`src/rtl/pw_pkg.sv`:
```
package pw_pkg;

    localparam int LIN_W    = 32;
    localparam int OFF_W    = 12;
    localparam int TBL_W    = 10;
    localparam int ENT_LOG  = 2;
    localparam int VPN_W    = LIN_W - OFF_W;
    localparam int DIR_W    = VPN_W - TBL_W;
    localparam int FLAG_W   = 3;

    localparam int FL_PRESENT = 0;
    localparam int FL_WRITE   = 1;
    localparam int FL_USER    = 2;

    typedef enum logic [2:0] {
        ST_IDLE,
        ST_READ_PDE,
        ST_READ_PTE,
        ST_CHECK,
        ST_DONE
    } walk_state_e;

    typedef struct packed {
        logic [VPN_W-1:0] base;
        logic [LIN_W-1:0] lin;
        logic             user;
        logic             write;
    } walk_req_t;

    typedef struct packed {
        logic [VPN_W-1:0]  frame;
        logic [FLAG_W-1:0] flags;
    } entry_t;

    typedef struct packed {
        logic       fault;
        logic [2:0] code;
    } verdict_t;

    function automatic entry_t unpack_entry(input logic [LIN_W-1:0] word);
        entry_t e;
        e.frame = word[LIN_W-1:OFF_W];
        e.flags = word[FLAG_W-1:0];
        return e;
    endfunction

    function automatic logic [2:0] make_code(input logic user, input logic write,
                                             input logic prot);
        return {user, write, prot};
    endfunction

endpackage

```
`src/rtl/pw_addr_gen.sv`:
```
module pw_addr_gen
    import pw_pkg::*;
(
    input  logic [VPN_W-1:0] base_frame,
    input  logic [VPN_W-1:0] vpn,
    input  logic [VPN_W-1:0] dir_frame,
    input  logic             use_tbl,
    output logic [LIN_W-1:0] addr
);
    logic [DIR_W-1:0] dir_idx;
    logic [TBL_W-1:0] tbl_idx;
    logic [LIN_W-1:0] dir_addr;
    logic [LIN_W-1:0] tbl_addr;

    always_comb begin
        dir_idx  = vpn[VPN_W-1:TBL_W];
        tbl_idx  = vpn[TBL_W-1:0];
        dir_addr = {base_frame, dir_idx, {ENT_LOG{1'b0}}};
        tbl_addr = {dir_frame, tbl_idx, {ENT_LOG{1'b0}}};
        addr     = use_tbl ? tbl_addr : dir_addr;
    end

endmodule

```
`src/rtl/pw_rights.sv`:
```
module pw_rights
    import pw_pkg::*;
(
    input  logic [FLAG_W-1:0] dir_flags,
    input  logic [FLAG_W-1:0] tbl_flags,
    input  logic              user,
    input  logic              write,
    output verdict_t          verdict
);
    logic both_present;
    logic both_user;
    logic both_write;
    logic deny;

    always_comb begin
        both_present = dir_flags[FL_PRESENT] & tbl_flags[FL_PRESENT];
        both_user    = dir_flags[FL_USER]    & tbl_flags[FL_USER];
        both_write   = dir_flags[FL_WRITE]   & tbl_flags[FL_WRITE];
        deny         = user & (~both_user | (write & ~both_write));
        verdict.fault = ~both_present | deny;
        verdict.code  = make_code(user, write, both_present);
    end

endmodule

```
`src/rtl/pw_seq.sv`:
```
module pw_seq
    import pw_pkg::*;
(
    input  logic             clk,
    input  logic             rst,
    input  logic             miss_valid,
    input  walk_req_t        miss_req,
    output logic             miss_ready,
    output logic             mem_req,
    output logic             use_tbl,
    input  logic             mem_valid,
    input  entry_t           mem_entry,
    input  verdict_t         verdict,
    output walk_req_t        req_q,
    output entry_t           dir_q,
    output entry_t           tbl_q,
    output logic             done,
    output logic             fault_q,
    output logic [2:0]       code_q
);
    walk_state_e state;

    always_ff @(posedge clk) begin
        if (rst) begin
            state   <= ST_IDLE;
            req_q   <= '0;
            dir_q   <= '0;
            tbl_q   <= '0;
            fault_q <= 1'b0;
            code_q  <= '0;
        end else begin
            case (state)
                ST_IDLE: begin
                    if (miss_valid) begin
                        req_q   <= miss_req;
                        fault_q <= 1'b0;
                        code_q  <= '0;
                        state   <= ST_READ_PDE;
                    end
                end
                ST_READ_PDE: begin
                    if (mem_valid) begin
                        dir_q <= mem_entry;
                        if (!mem_entry.flags[FL_PRESENT]) begin
                            fault_q <= 1'b1;
                            code_q  <= make_code(req_q.user, req_q.write, 1'b0);
                            state   <= ST_DONE;
                        end else begin
                            state   <= ST_READ_PTE;
                        end
                    end
                end
                ST_READ_PTE: begin
                    if (mem_valid) begin
                        tbl_q <= mem_entry;
                        if (!mem_entry.flags[FL_PRESENT]) begin
                            fault_q <= 1'b1;
                            code_q  <= make_code(req_q.user, req_q.write, 1'b0);
                            state   <= ST_DONE;
                        end else begin
                            state   <= ST_CHECK;
                        end
                    end
                end
                ST_CHECK: begin
                    fault_q <= verdict.fault;
                    code_q  <= verdict.code;
                    state   <= ST_DONE;
                end
                ST_DONE: begin
                    state <= ST_IDLE;
                end
                default: state <= ST_IDLE;
            endcase
        end
    end

    always_comb begin
        miss_ready = (state == ST_IDLE);
        mem_req    = (state == ST_READ_PDE) || (state == ST_READ_PTE);
        use_tbl    = (state == ST_READ_PTE);
        done       = (state == ST_DONE);
    end

    AST_PDE_ABSENT_FAULTS: assert property (@(posedge clk) disable iff (rst)
        (state == ST_READ_PDE && mem_valid && !mem_entry.flags[FL_PRESENT])
        |=> (done && fault_q && !code_q[0])) else $error("pde absent");

    AST_PTE_ABSENT_FAULTS: assert property (@(posedge clk) disable iff (rst)
        (state == ST_READ_PTE && mem_valid && !mem_entry.flags[FL_PRESENT])
        |=> (done && fault_q && !code_q[0])) else $error("pte absent");

    AST_DONE_ONE_CYCLE: assert property (@(posedge clk) disable iff (rst)
        done |=> miss_ready) else $error("done length");

endmodule

```
`src/rtl/page_walker.sv`:
```
module page_walker
    import pw_pkg::*;
(
    input  logic             clk,
    input  logic             rst,
    input  logic [19:0]      dir_base,
    input  logic             miss_valid,
    input  logic [31:0]      miss_lin,
    input  logic             miss_user,
    input  logic             miss_write,
    output logic             miss_ready,
    output logic             mem_req,
    output logic [31:0]      mem_addr,
    input  logic             mem_valid,
    input  logic [31:0]      mem_rdata,
    output logic             fill_valid,
    output logic [19:0]      fill_vpn,
    output logic [19:0]      fill_pfn,
    output logic             fill_user,
    output logic             fill_write,
    output logic             fill_dirty,
    output logic             fault_valid,
    output logic [2:0]       fault_code,
    output logic [31:0]      fault_addr
);
    walk_req_t  miss_req;
    walk_req_t  req_q;
    entry_t     mem_entry;
    entry_t     dir_q;
    entry_t     tbl_q;
    verdict_t   verdict;
    logic       use_tbl;
    logic       done;
    logic       fault_q;
    logic [2:0] code_q;
    logic       unused_rsvd_bits;

    always_comb begin
        miss_req.base  = dir_base;
        miss_req.lin   = miss_lin;
        miss_req.user  = miss_user;
        miss_req.write = miss_write;
        mem_entry      = unpack_entry(mem_rdata);
    end

    assign unused_rsvd_bits = ^mem_rdata[OFF_W-1:FLAG_W];

    pw_seq seq_i (
        .clk        (clk),
        .rst        (rst),
        .miss_valid (miss_valid),
        .miss_req   (miss_req),
        .miss_ready (miss_ready),
        .mem_req    (mem_req),
        .use_tbl    (use_tbl),
        .mem_valid  (mem_valid),
        .mem_entry  (mem_entry),
        .verdict    (verdict),
        .req_q      (req_q),
        .dir_q      (dir_q),
        .tbl_q      (tbl_q),
        .done       (done),
        .fault_q    (fault_q),
        .code_q     (code_q)
    );

    pw_addr_gen addr_i (
        .base_frame (req_q.base),
        .vpn        (req_q.lin[LIN_W-1:OFF_W]),
        .dir_frame  (dir_q.frame),
        .use_tbl    (use_tbl),
        .addr       (mem_addr)
    );

    pw_rights rights_i (
        .dir_flags (dir_q.flags),
        .tbl_flags (tbl_q.flags),
        .user      (req_q.user),
        .write     (req_q.write),
        .verdict   (verdict)
    );

    always_comb begin
        fill_valid  = done & ~fault_q;
        fault_valid = done &  fault_q;
        fill_vpn    = req_q.lin[LIN_W-1:OFF_W];
        fill_pfn    = tbl_q.frame;
        fill_user   = req_q.user;
        fill_write  = req_q.write;
        fill_dirty  = req_q.write;
        fault_code  = code_q;
        fault_addr  = req_q.lin;
    end

    AST_ADDR_HELD: assert property (@(posedge clk) disable iff (rst)
        (mem_req && !mem_valid) |=> (mem_req && $stable(mem_addr))) else $error("addr");

    AST_BUSY_BLOCKS: assert property (@(posedge clk) disable iff (rst)
        mem_req |-> !miss_ready) else $error("busy");

    AST_FILL_PRESENT: assert property (@(posedge clk) disable iff (rst)
        fill_valid |-> (dir_q.flags[FL_PRESENT] && tbl_q.flags[FL_PRESENT])) else $error("np");

    AST_USER_FILL: assert property (@(posedge clk) disable iff (rst)
        (fill_valid && fill_user) |-> (dir_q.flags[FL_USER] && tbl_q.flags[FL_USER])) else $error("u");

    AST_USER_WRITE_FILL: assert property (@(posedge clk) disable iff (rst)
        (fill_valid && fill_user && fill_write)
        |-> (dir_q.flags[FL_WRITE] && tbl_q.flags[FL_WRITE])) else $error("w");

    AST_FILL_PULSE: assert property (@(posedge clk) disable iff (rst)
        fill_valid |=> !fill_valid) else $error("fill pulse");

    AST_FAULT_PULSE: assert property (@(posedge clk) disable iff (rst)
        fault_valid |=> !fault_valid) else $error("fault pulse");

endmodule

```
`config.mk`:
```
export PLATFORM = sky130hd
export DESIGN_NAME = page_walker
export DESIGN_NICKNAME = d
export VERILOG_FILES = /design/src/rtl/pw_pkg.sv /design/src/rtl/pw_addr_gen.sv /design/src/rtl/pw_rights.sv /design/src/rtl/pw_seq.sv /design/src/rtl/page_walker.sv
export SDC_FILE = /design/constraint.sdc
export NUM_CORES = 1
export LEC_CHECK = 0
export ABC_AREA = 1
export BUFFER_PORTS_ARGS = -buffer_cell sky130_fd_sc_hd__buf_4
export CAP_MARGIN = 0
export CORE_MARGIN = 2
export CORE_UTILIZATION = 35
export DETAILED_ROUTE_END_ITERATION = 12
export HOLD_SLACK_MARGIN = 0.03
export SLEW_MARGIN = 20
export SYNTH_ARGS = -nofsm -noshare
export SYNTH_HDL_FRONTEND = slang
export SYNTH_SLANG_ARGS = --single-unit
export TNS_END_PERCENT = 10
```
`constraint.sdc`:
```
create_clock -name clk -period 1.5 [get_ports clk]
set_input_delay 0.15 -clock clk [delete_from_list [all_inputs] [get_ports clk]]
set_output_delay 0.15 -clock clk [all_outputs]
set_load 0.005 [all_outputs]
```
### Word level (Yosys, flattened, before mapping)

Index checks and enable logic that the tools add are counted.

| word-level totals | value |
|---|---|
| logic and storage cells | 57 |
| output and inout port bits | 114 |
| RAM bits | 0 |
| bits of input ports | 90 |
| ROM bits | 0 |
| memories | 0 |
| register bits after elaboration | 107 |
| bits in latches | 0 |

| operators by class | value |
|---|---|
| magnitude comparators | 0 |
| bitwise gates (word level) | 13 |
| muxes and demuxes | 15 |
| equal/unequal tests | 9 |
| multiply operators | 0 |
| shift-type cells | 0 |
| $add $sub $neg | 0 |
| reductions and logical operators | 9 |
| divide/modulo/power cells | 0 |

Operators with widths:

| operator | count |
|---|---|
| 32-bit two-way mux | 1 |
| 3-bit two-way mux | 8 |
| 3-bit one-hot mux with 4 select lines | 1 |
| 3-bit one-hot mux with 3 select lines | 1 |
| 2-bit inequality test, second input constant | 4 |
| 1-bit AND | 7 |
| 3-bit by 2-bit == test with 1-bit output, second input constant | 2 |
| 2-bit AND reduction | 3 |
| 1-bit inverter | 4 |
| 4-bit AND reduction | 1 |
| 3-bit by 1-bit == test with 1-bit output, second input constant | 1 |
| 3-bit == test, second input constant | 1 |
| 3-bit logical NOT | 1 |
| 1-bit two-way mux | 3 |
| 1-bit one-hot mux with 3 select lines | 1 |
| 3-bit AND reduction | 1 |
| 3-bit nonzero test | 1 |
| 2-bit by 1-bit inequality test with 1-bit output, second input constant | 1 |
| 1-bit bitwise OR | 2 |
| 2-bit OR reduction | 1 |
| 1-bit logical OR | 1 |

### Logic depth before layout (Yosys ltp)

Gate-level depths: netlist (run 1).

| depth | value |
|---|---|
| depth in word-level cells | 7 |
| depth in mapped cells | 9 |
| mapped depth without buffers | 9 |

### Cells and area by module

From an unflattened synthesis (run 1), not the netlist that was laid out.

| unflattened totals | value |
|---|---|
| cell total of the unflattened synthesis | 643 |
| area, all modules | 5192.5 um2 |

By module, submodules not included:

| module | times used | sequential area each (um2) | cells an instance | area an instance (um2) |
|---|---|---|---|---|
| pw_seq | 1 | 2142.1 | 506 | 4570.6 |
| pw_addr_gen | 1 | 0.0 | 100 | 390.4 |
| page_walker | 1 | 0.0 | 25 | 175.2 |
| pw_rights | 1 | 0.0 | 12 | 56.3 |

### Worst setup path after synthesis (run 1)

No wires, ideal clock.

| timing | value |
|---|---|
| path kind | register to output |
| start point | register seq_i.state[0] |
| end point | output mem_addr[14] |
| slack | 293 ps |
| stages on the path, launching flop included | 7 |
| arrival time | 1057 ps |
| buffers on the path | 1 |
| data required time | 1350 ps |
| cell sequence | dfxtp_1 -> nor2_1 -> nand2_2 -> inv_4 -> clkbuf_1 -> nand2_1 -> o21ai_0 |

| between the ends | value |
|---|---|
| word-level cells in the longest chain between the ends | 2 |

RTL lines:

| item | RTL line | source |
|---|---|---|
| start: declaration | pw_seq.sv:21 | `walk_state_e state;` |
| start signal: assignment | pw_seq.sv:25 | `state <= ST_IDLE;` |
| start signal: assignment | pw_seq.sv:38 | `state <= ST_READ_PDE;` |
| start signal: assignment | pw_seq.sv:47 | `state <= ST_DONE;` |
| 3-bit by 2-bit == test with 1-bit output | pw_seq.sv:81 | `use_tbl = (state == ST_READ_PTE);` |
| 32-bit two-way mux | pw_addr_gen.sv:20 | `addr = use_tbl ? tbl_addr : dir_addr;` |
| end: declaration | page_walker.sv:13 | `output logic [31:0] mem_addr,` |

No other way between the ends.

### Worst setup path after layout (run 1)

| timing | value |
|---|---|
| start point | register seq_i.state[2] |
| end point | output mem_addr[21] |

The elaborated chain is that of the path after synthesis.

==> impl_metrics.json, run 1 <==
{
  "ir_worst_vdd_mv": 0.5716,
  "grt_pass1_wl_um": 20520,
  "required_ns": 1.35,
  "fin_ws_ns": -0.1230,
  "dieArea_mm2": 0.01355,
  "fin_util_pct": 51.96,
  "slew_violations": 0,
  "first_global_vias": 4044,
  "hold_viol": 0,
  "synth_top_area_share_pct": 48.44,
  "clockRootBuffer": "clkbuf_16",
  "dp_cells": 917,
  "drt-initial-drc-count": 234,
  "drc": 0,
  "wirelength_um": 13720,
  "gp_congestion": 0.8039,
  "path_class": "reg -> out",
  "rrSetupSlack_ns": -0.03,
  "setup_viol": 28,
  "ctsHoldBuffers": 0,
  "grt-ovfl-total": 0,
  "worst_pin_slew_ns": 0.5561,
  "ys_ff_latch": 107,
  "fin_nets": 858,
  "place_worst_setup_slack_ns": 0.03322,
  "cts_sinks": 107,
  "status": "finished, violations left",
  "htreeDepth": 3,
  "slew_headroom_pct": 62.93,
  "via_per_inst": 4.758,
  "avgSynthCellArea_um2": 7.357,
  "rows": 41,
  "dpl.hpwl_um": 9786,
  "powerDensity_mw_per_mm2": 1507,
  "die_w_um": 116.4,
  "cts_tree": "built",
  "fmax_ghz": 0.6161,
  "ant_nets": 0,
  "synth_top_cell_by_area": "dfxtp_1",
  "portBuffers": 192,
  "crit_end": "mem_addr[21]",
  "synthTopCellsByArea": "dfxtp_1 (48%), nand2_1 (11%), a21oi_1 (9.6%)",
  "rr_startpoint": "seq_i.state[0]",
  "drv_cap": 0,
  "dieHeight_um": 116.4,
  "drtPass1Iterations": 4,
  "grt_max_degree": 53,
  "syn2layout_area_growth_pct": 46.49,
  "p_total_w": 0.009760,
  "r2r-end": "seq_i.fault_q",
  "start_kind": "register",
  "violations": "setup timing",
  "synthCells": 601,
  "clkLatencyLatePin_ns": 0.34,
  "fin_skew_ns": 0.006997,
  "core_area_mm2": 0.01247,
  "cp-end-kind": "primary output",
  "numCtsBuffers": 9,
  "finalCritPeriodShare_pct": 108.2,
  "seq_area_frac_synth_pct": 48.44,
  "antenna_found_initial": 0,
  "start_util_pct": 35.47,
  "synth_cell_types": 21,
  "p_seq_share_pct": 39.2,
  "wire_per_inst_um": 14.55,
  "vias": 4487,
  "p_clk_share_pct": 23.5,
  "arrival_ns": 1.47,
  "path_clk_slew_ns": 0.07,
  "diodes": 0,
  "r2r_cells": 8,
  "switching_share_pct": 33.30,
  "synthesis.area_mm2": 0.004422,
  "setup_tns_ns": -1.333,
  "grtUsageTotal_pct": 19.48,
  "synth_warnings": 0,
  "hold_path_class": "in -> reg",
  "switchingPower_w": 0.003250,
  "critPathLaunch": "seq_i.state[2]",
  "cellLeakagePower_nw": 2.900,
  "cts_max_path_buffers": 2,
  "num_io_pins": 204,
  "p_comb_share_pct": 37.3,
  "internal-power_w": 0.006511,
  "rsz0062_at_grt": "yes",
  "finalCriticalPeriod_ns": 1.623,
  "drive_above_1_share_pct": 35.41,
  "critPathMaxFanout": 7,
  "finalNonFillerCells": 943
}
cells in the final DEF (no fill, tap or decap), drive strengths merged:
cell type | netlist | routed
clkinv | 0 | 3
nor3 | 1 | 1
o21ai | 83 | 83
conb | 1 | 2
nor2 | 56 | 56
clkbuf | 18 | 12
buf | 44 | 216
dfxtp | 107 | 107
inv | 44 | 43
bufinv | 0 | 1
a21oi | 85 | 85
nand3 | 30 | 30
nand2 | 132 | 132
sequential cells by signal (all words and copies together) (netlist names):
register,cells
seq_i.state,3
seq_i.code_q,3
seq_i.req_q,54
seq_i.tbl_q,23
seq_i.fault_q,1
seq_i.dir_q,23
per-stage QoR:
step           instance area, um2  hold WS (ns)
3_3_place_gp                 5854        0.3867
4_1_cts                      6417       0.03221
2_1_floorplan                4425        0.2849
6_report                     6477       0.04527
5_1_grt                      6477       0.04571
3_5_place_dp                 5854        0.3898
cell usage after synthesis:
library cell  instances
a21oi_1              85
inv_4                 1
clkbuf_1             18
nor2_2                2
o21ai_2               1
inv_2                 2
nand3_1              28
nand2_1             129
dfxtp_1             107
nor2_1               54
buf_6                 2
buf_4                30
o21ai_0              77
nor3_1                1
conb_1                1
nand2_2               2
buf_2                12
o21ai_1               5
inv_1                41
nand2_4               1
nand3_2               2
layout make-up:
cell class / count / area (um2)
Clock buffer: 11 / 242.7
Fill cell: 1225 / 5988
Clock inverter: 3 / 40.04
Timing Repair Buffer: 217 / 1770
Tap cell: 172 / 215.2
Sequential cell: 107 / 2151
Multi-Input combinational cell: 389 / 1873
Inverter: 44 / 185.2
metal layers:
metal | vias to the layer above | track usage, % | wire length [um]
li1 | 2239 | - | -
met1 | 2077 | 24.23 | 5794
met2 | 153 | 33.64 | 6810
met3 | 18 | 4.203 | 853
met4 | 0 | 6.349 | 260
met5 | - | 0 | 0
power groups by stage:
stage,Sequential [W],Combinational (W),Clock (W)
floorplan,0.00380,0.00188,0
global placement,0.00384,0.00324,0
detailed placement,0.00386,0.00329,0
CTS,0.00381,0.00359,0.00236
global route,0.00390,0.00405,0.00249
finish,0.00383,0.00364,0.00230
cells by family after synthesis:
logic type | count (synthesis) | share of synthesized area [%]
AOI/OAI and AO/OA | 168 | 19.10
other | 1 | 0.08481
and+or+nand+nor | 219 | 20.09
buffers and inverters | 106 | 12.28
DFF | 107 | 48.44
worst min-delay path by stage:
stage                  startpoint              end  slack, ns  cells past startpoint
floorplan           mem_rdata[22]  seq_i.dir_q[13]       0.28                      2
global placement    mem_rdata[21]  seq_i.dir_q[12]       0.39                      3
detailed placement  mem_rdata[12]   seq_i.dir_q[3]       0.39                      3
CTS                 mem_rdata[12]   seq_i.dir_q[3]       0.03                      3
global route        mem_rdata[19]  seq_i.dir_q[10]       0.05                      3
finish              mem_rdata[12]   seq_i.dir_q[3]       0.05                      3
critical path, cell delays in order (launching register included):
cell      delay [ns]
dfxtp_4         0.35
nor2_4          0.11
nand2_4         0.09
clkinv_8        0.09
buf_12          0.12
buf_16          0.11
nand2_2         0.04
o21ai_1         0.08
buf_4           0.13
repair_timing:
action / CTS / global route
setup endpoints to repair: 30 / 112
resized for setup: 62 / 25
pin swaps: 1 / 1
gates cloned: 3 / 1
setup buffers: 10 / 0
(Power assumes the default switching activity.)
==> run 2: changes to the inputs <==
--- a/config.mk
+++ b/config.mk
@@ -9,9 +9,10 @@
 export BUFFER_PORTS_ARGS = -buffer_cell sky130_fd_sc_hd__buf_4
 export CAP_MARGIN = 0
 export CORE_MARGIN = 2
-export CORE_UTILIZATION = 35
+export CORE_UTILIZATION = 47
 export DETAILED_ROUTE_END_ITERATION = 12
 export HOLD_SLACK_MARGIN = 0.03
+export PLACE_DENSITY = 0.8
 export SLEW_MARGIN = 20
 export SYNTH_ARGS = -nofsm -noshare
 export SYNTH_HDL_FRONTEND = slang
==> run 2 against run 1 <==
The run still ends with setup timing left; first-iteration DRC count down 17%; final cell count fell by 3.4%; worst hold slack lost 0.013 ns; cell area rose by 1.4%; non-clock buffer count is 24 higher.
==> impl_metrics.json, run 2 (same netlist as run 1, synthesis figures left out) <==
{
  "status": "finished, violations left",
  "violations": "setup timing",
  "switchingPower_w": 0.003446,
  "num_io_pins": 204,
  "via_per_inst": 5.188,
  "syn2layout_area_growth_pct": 48.61,
  "holdPathEnd": "seq_i.req_q[6]",
  "switching_share_pct": 37.01,
  "dp_cells": 859,
  "grt_pass1_wl_um": 20820,
  "drt-initial-drc-count": 194,
  "regArea_mm2": 0.002151,
  "layout_commonest_cell": "buf_4",
  "rsz0062_at_grt": "yes",
  "fmax_ghz": 0.6121,
  "p_clk_share_pct": 18.8,
  "grt-ovfl-total": 0,
  "die_w_um": 101.0,
  "rrSetupSlack_ns": 0.03,
  "grt_max_degree": 56,
  "drtPass1Iterations": 5,
  "internal-power_w": 0.005864,
  "path_class": "reg -> out",
  "dieHeight_um": 101.0,
  "required_ns": 1.35,
  "final_cell_mix": "buf_4 (201), nand2_1 (115), dfxtp_1 (104), a21oi_1 (83), nor2_1 (53)",
  "drive_above_1_share_pct": 35.00,
  "path_clk_slew_ns": 0.12,
  "drv_cap": 0,
  "wire_per_inst_um": 15.36,
  "worst_hold_slack_ns": 0.03253,
  "fin_nets": 885,
  "start_kind": "register",
  "largest_reg_flops": 54,
  "wirelength_um": 13990,
  "antenna_found_initial": 0,
  "place_worst_setup_slack_ns": 0.003164,
  "cp-end-kind": "primary output",
  "drc": 0,
  "multi_input_area_mm2": 0.001892,
  "arrival_ns": 1.48,
  "critPathMaxFanout": 7,
  "rows": 35,
  "clockRootBuffer": "clkbuf_8",
  "cts_sinks": 107,
  "setup_viol": 34,
  "worstHoldStart": "miss_lin[4]",
  "fin_skew_ns": 0.01793,
  "gp_congestion": 0.8157,
  "first_global_vias": 4316,
  "dpl.hpwl_um": 9380,
  "crit_path_cell_trace": "nor2_4, nand2_4, inv_8, buf_6, nand2_1, o21ai_1, buf_4",
  "ant_nets": 0,
  "rr_startpoint": "seq_i.state[0]",
  "clkLatencyLatePin_ns": 0.38,
  "reg_top3": "seq_i.req_q (54), seq_i.dir_q (23), seq_i.tbl_q (23)",
  "diodes": 0,
  "regMostFlops": "seq_i.req_q",
  "cellLeakagePower_nw": 3.031,
  "dieArea_mm2": 0.01020,
  "numCtsBuffers": 9,
  "core_area_mm2": 0.009196,
  "cts_tree": "built",
  "fillCellCount": 680,
  "grtUsageTotal_pct": 25.79,
  "vias": 4726,
  "hold_viol": 0,
  "p_comb_share_pct": 39.8,
  "r2r_cells": 9,
  "slowest_delay_ns": 0.38,
  "finalCritPeriodShare_pct": 108.9,
  "worstHoldPathCells": 3,
  "fin_ws_ns": -0.1337,
  "powerDensity_mw_per_mm2": 1417,
  "finalCriticalPeriod_ns": 1.634,
  "cts_max_path_buffers": 2,
  "cp_slowest_cell": "dfxtp_4",
  "ir_worst_vdd_mv": 0.9094,
  "hold_path_class": "in -> reg",
  "portBuffers": 192,
  "p_seq_share_pct": 41.4,
  "htreeDepth": 3,
  "slew_violations": 0,
  "critPathLaunch": "seq_i.state[0]",
  "start_util_pct": 48.08,
  "r2r-end": "seq_i.tbl_q[8]",
  "finalNonFillerCells": 911,
  "fin_util_pct": 71.46
}
[run 2: per-layer routing]
layer  share of wire, %  vias to the layer above  track usage [%]  wire (um)
met5                  0                        -                0          0
li1                   -                     2312                -          -
met2                 53                      191            46.77       7349
met1                 39                     2204            30.87       5501
met3                6.5                       19            4.438        905
met4                1.7                        0            8.316        237
[run 2: stage by stage]
stage / TNS [ns] / cell area [um2] / power [W]
floorplan: 0 / 4425 / 0.005675
global placement: 0 / 5763 / 0.006933
detailed placement: 0 / 5763 / 0.007052
CTS: -2.930 / 6371 / 0.009035
global route: -5.675 / 6571 / 0.009898
finish: -2.949 / 6571 / 0.009310
[run 2: layout make-up]
| type | instances | area share [%] |
|---|---|---|
| clock buffers | 9 | 1.885 |
| clock inverters | 7 | 0.9901 |
| repair inverters | 3 | 0.6664 |
| multi-input cells | 389 | 28.79 |
| inverters | 44 | 2.799 |
| flip-flops and latches | 107 | 32.73 |
| well taps | 111 | 2.113 |
| repair buffers | 241 | 30.03 |
[run 2: timing repair]
item,4_1_cts,5_1_grt
pin swaps,2,12
hold buffers,22,2
resized for setup,47,61
buffers inserted,8,0
setup endpoints to repair,34,131
gates cloned,2,2
endpoints found under the hold margin,22,2
[run 2: critical path, delay by kind of cell, from the launching register on]
family,cells,cell delay (ns)
AO/OA/AOI/OAI,1,0.08
AND/OR/NAND/NOR,3,0.27
flip-flops,1,0.38
buffers and inverters,3,0.38
[run 2: how the worst max path moves through the flow]
stage | endpoint | slack [ns] | cells past startpoint
after global routing | mem_addr[17] | -0.21 | 7
after global placement | seq_i.tbl_q[0] | 0.1 | 6
after floorplan | mem_addr[14] | 0.29 | 6
after detailed placement | seq_i.tbl_q[0] | 0.003 | 6
after CTS | mem_addr[5] | -0.11 | 5
final | mem_addr[16] | -0.13 | 7
[run 2: power by group through the flow]
stage	Clock, W	Sequential (W)	Combinational, W
finish	0.00175	0.00386	0.00371
global route	0.00190	0.00392	0.00408
detailed placement	0	0.00386	0.00319
CTS	0.00175	0.00382	0.00347
floorplan	0	0.00380	0.00188
global placement	0	0.00384	0.00309
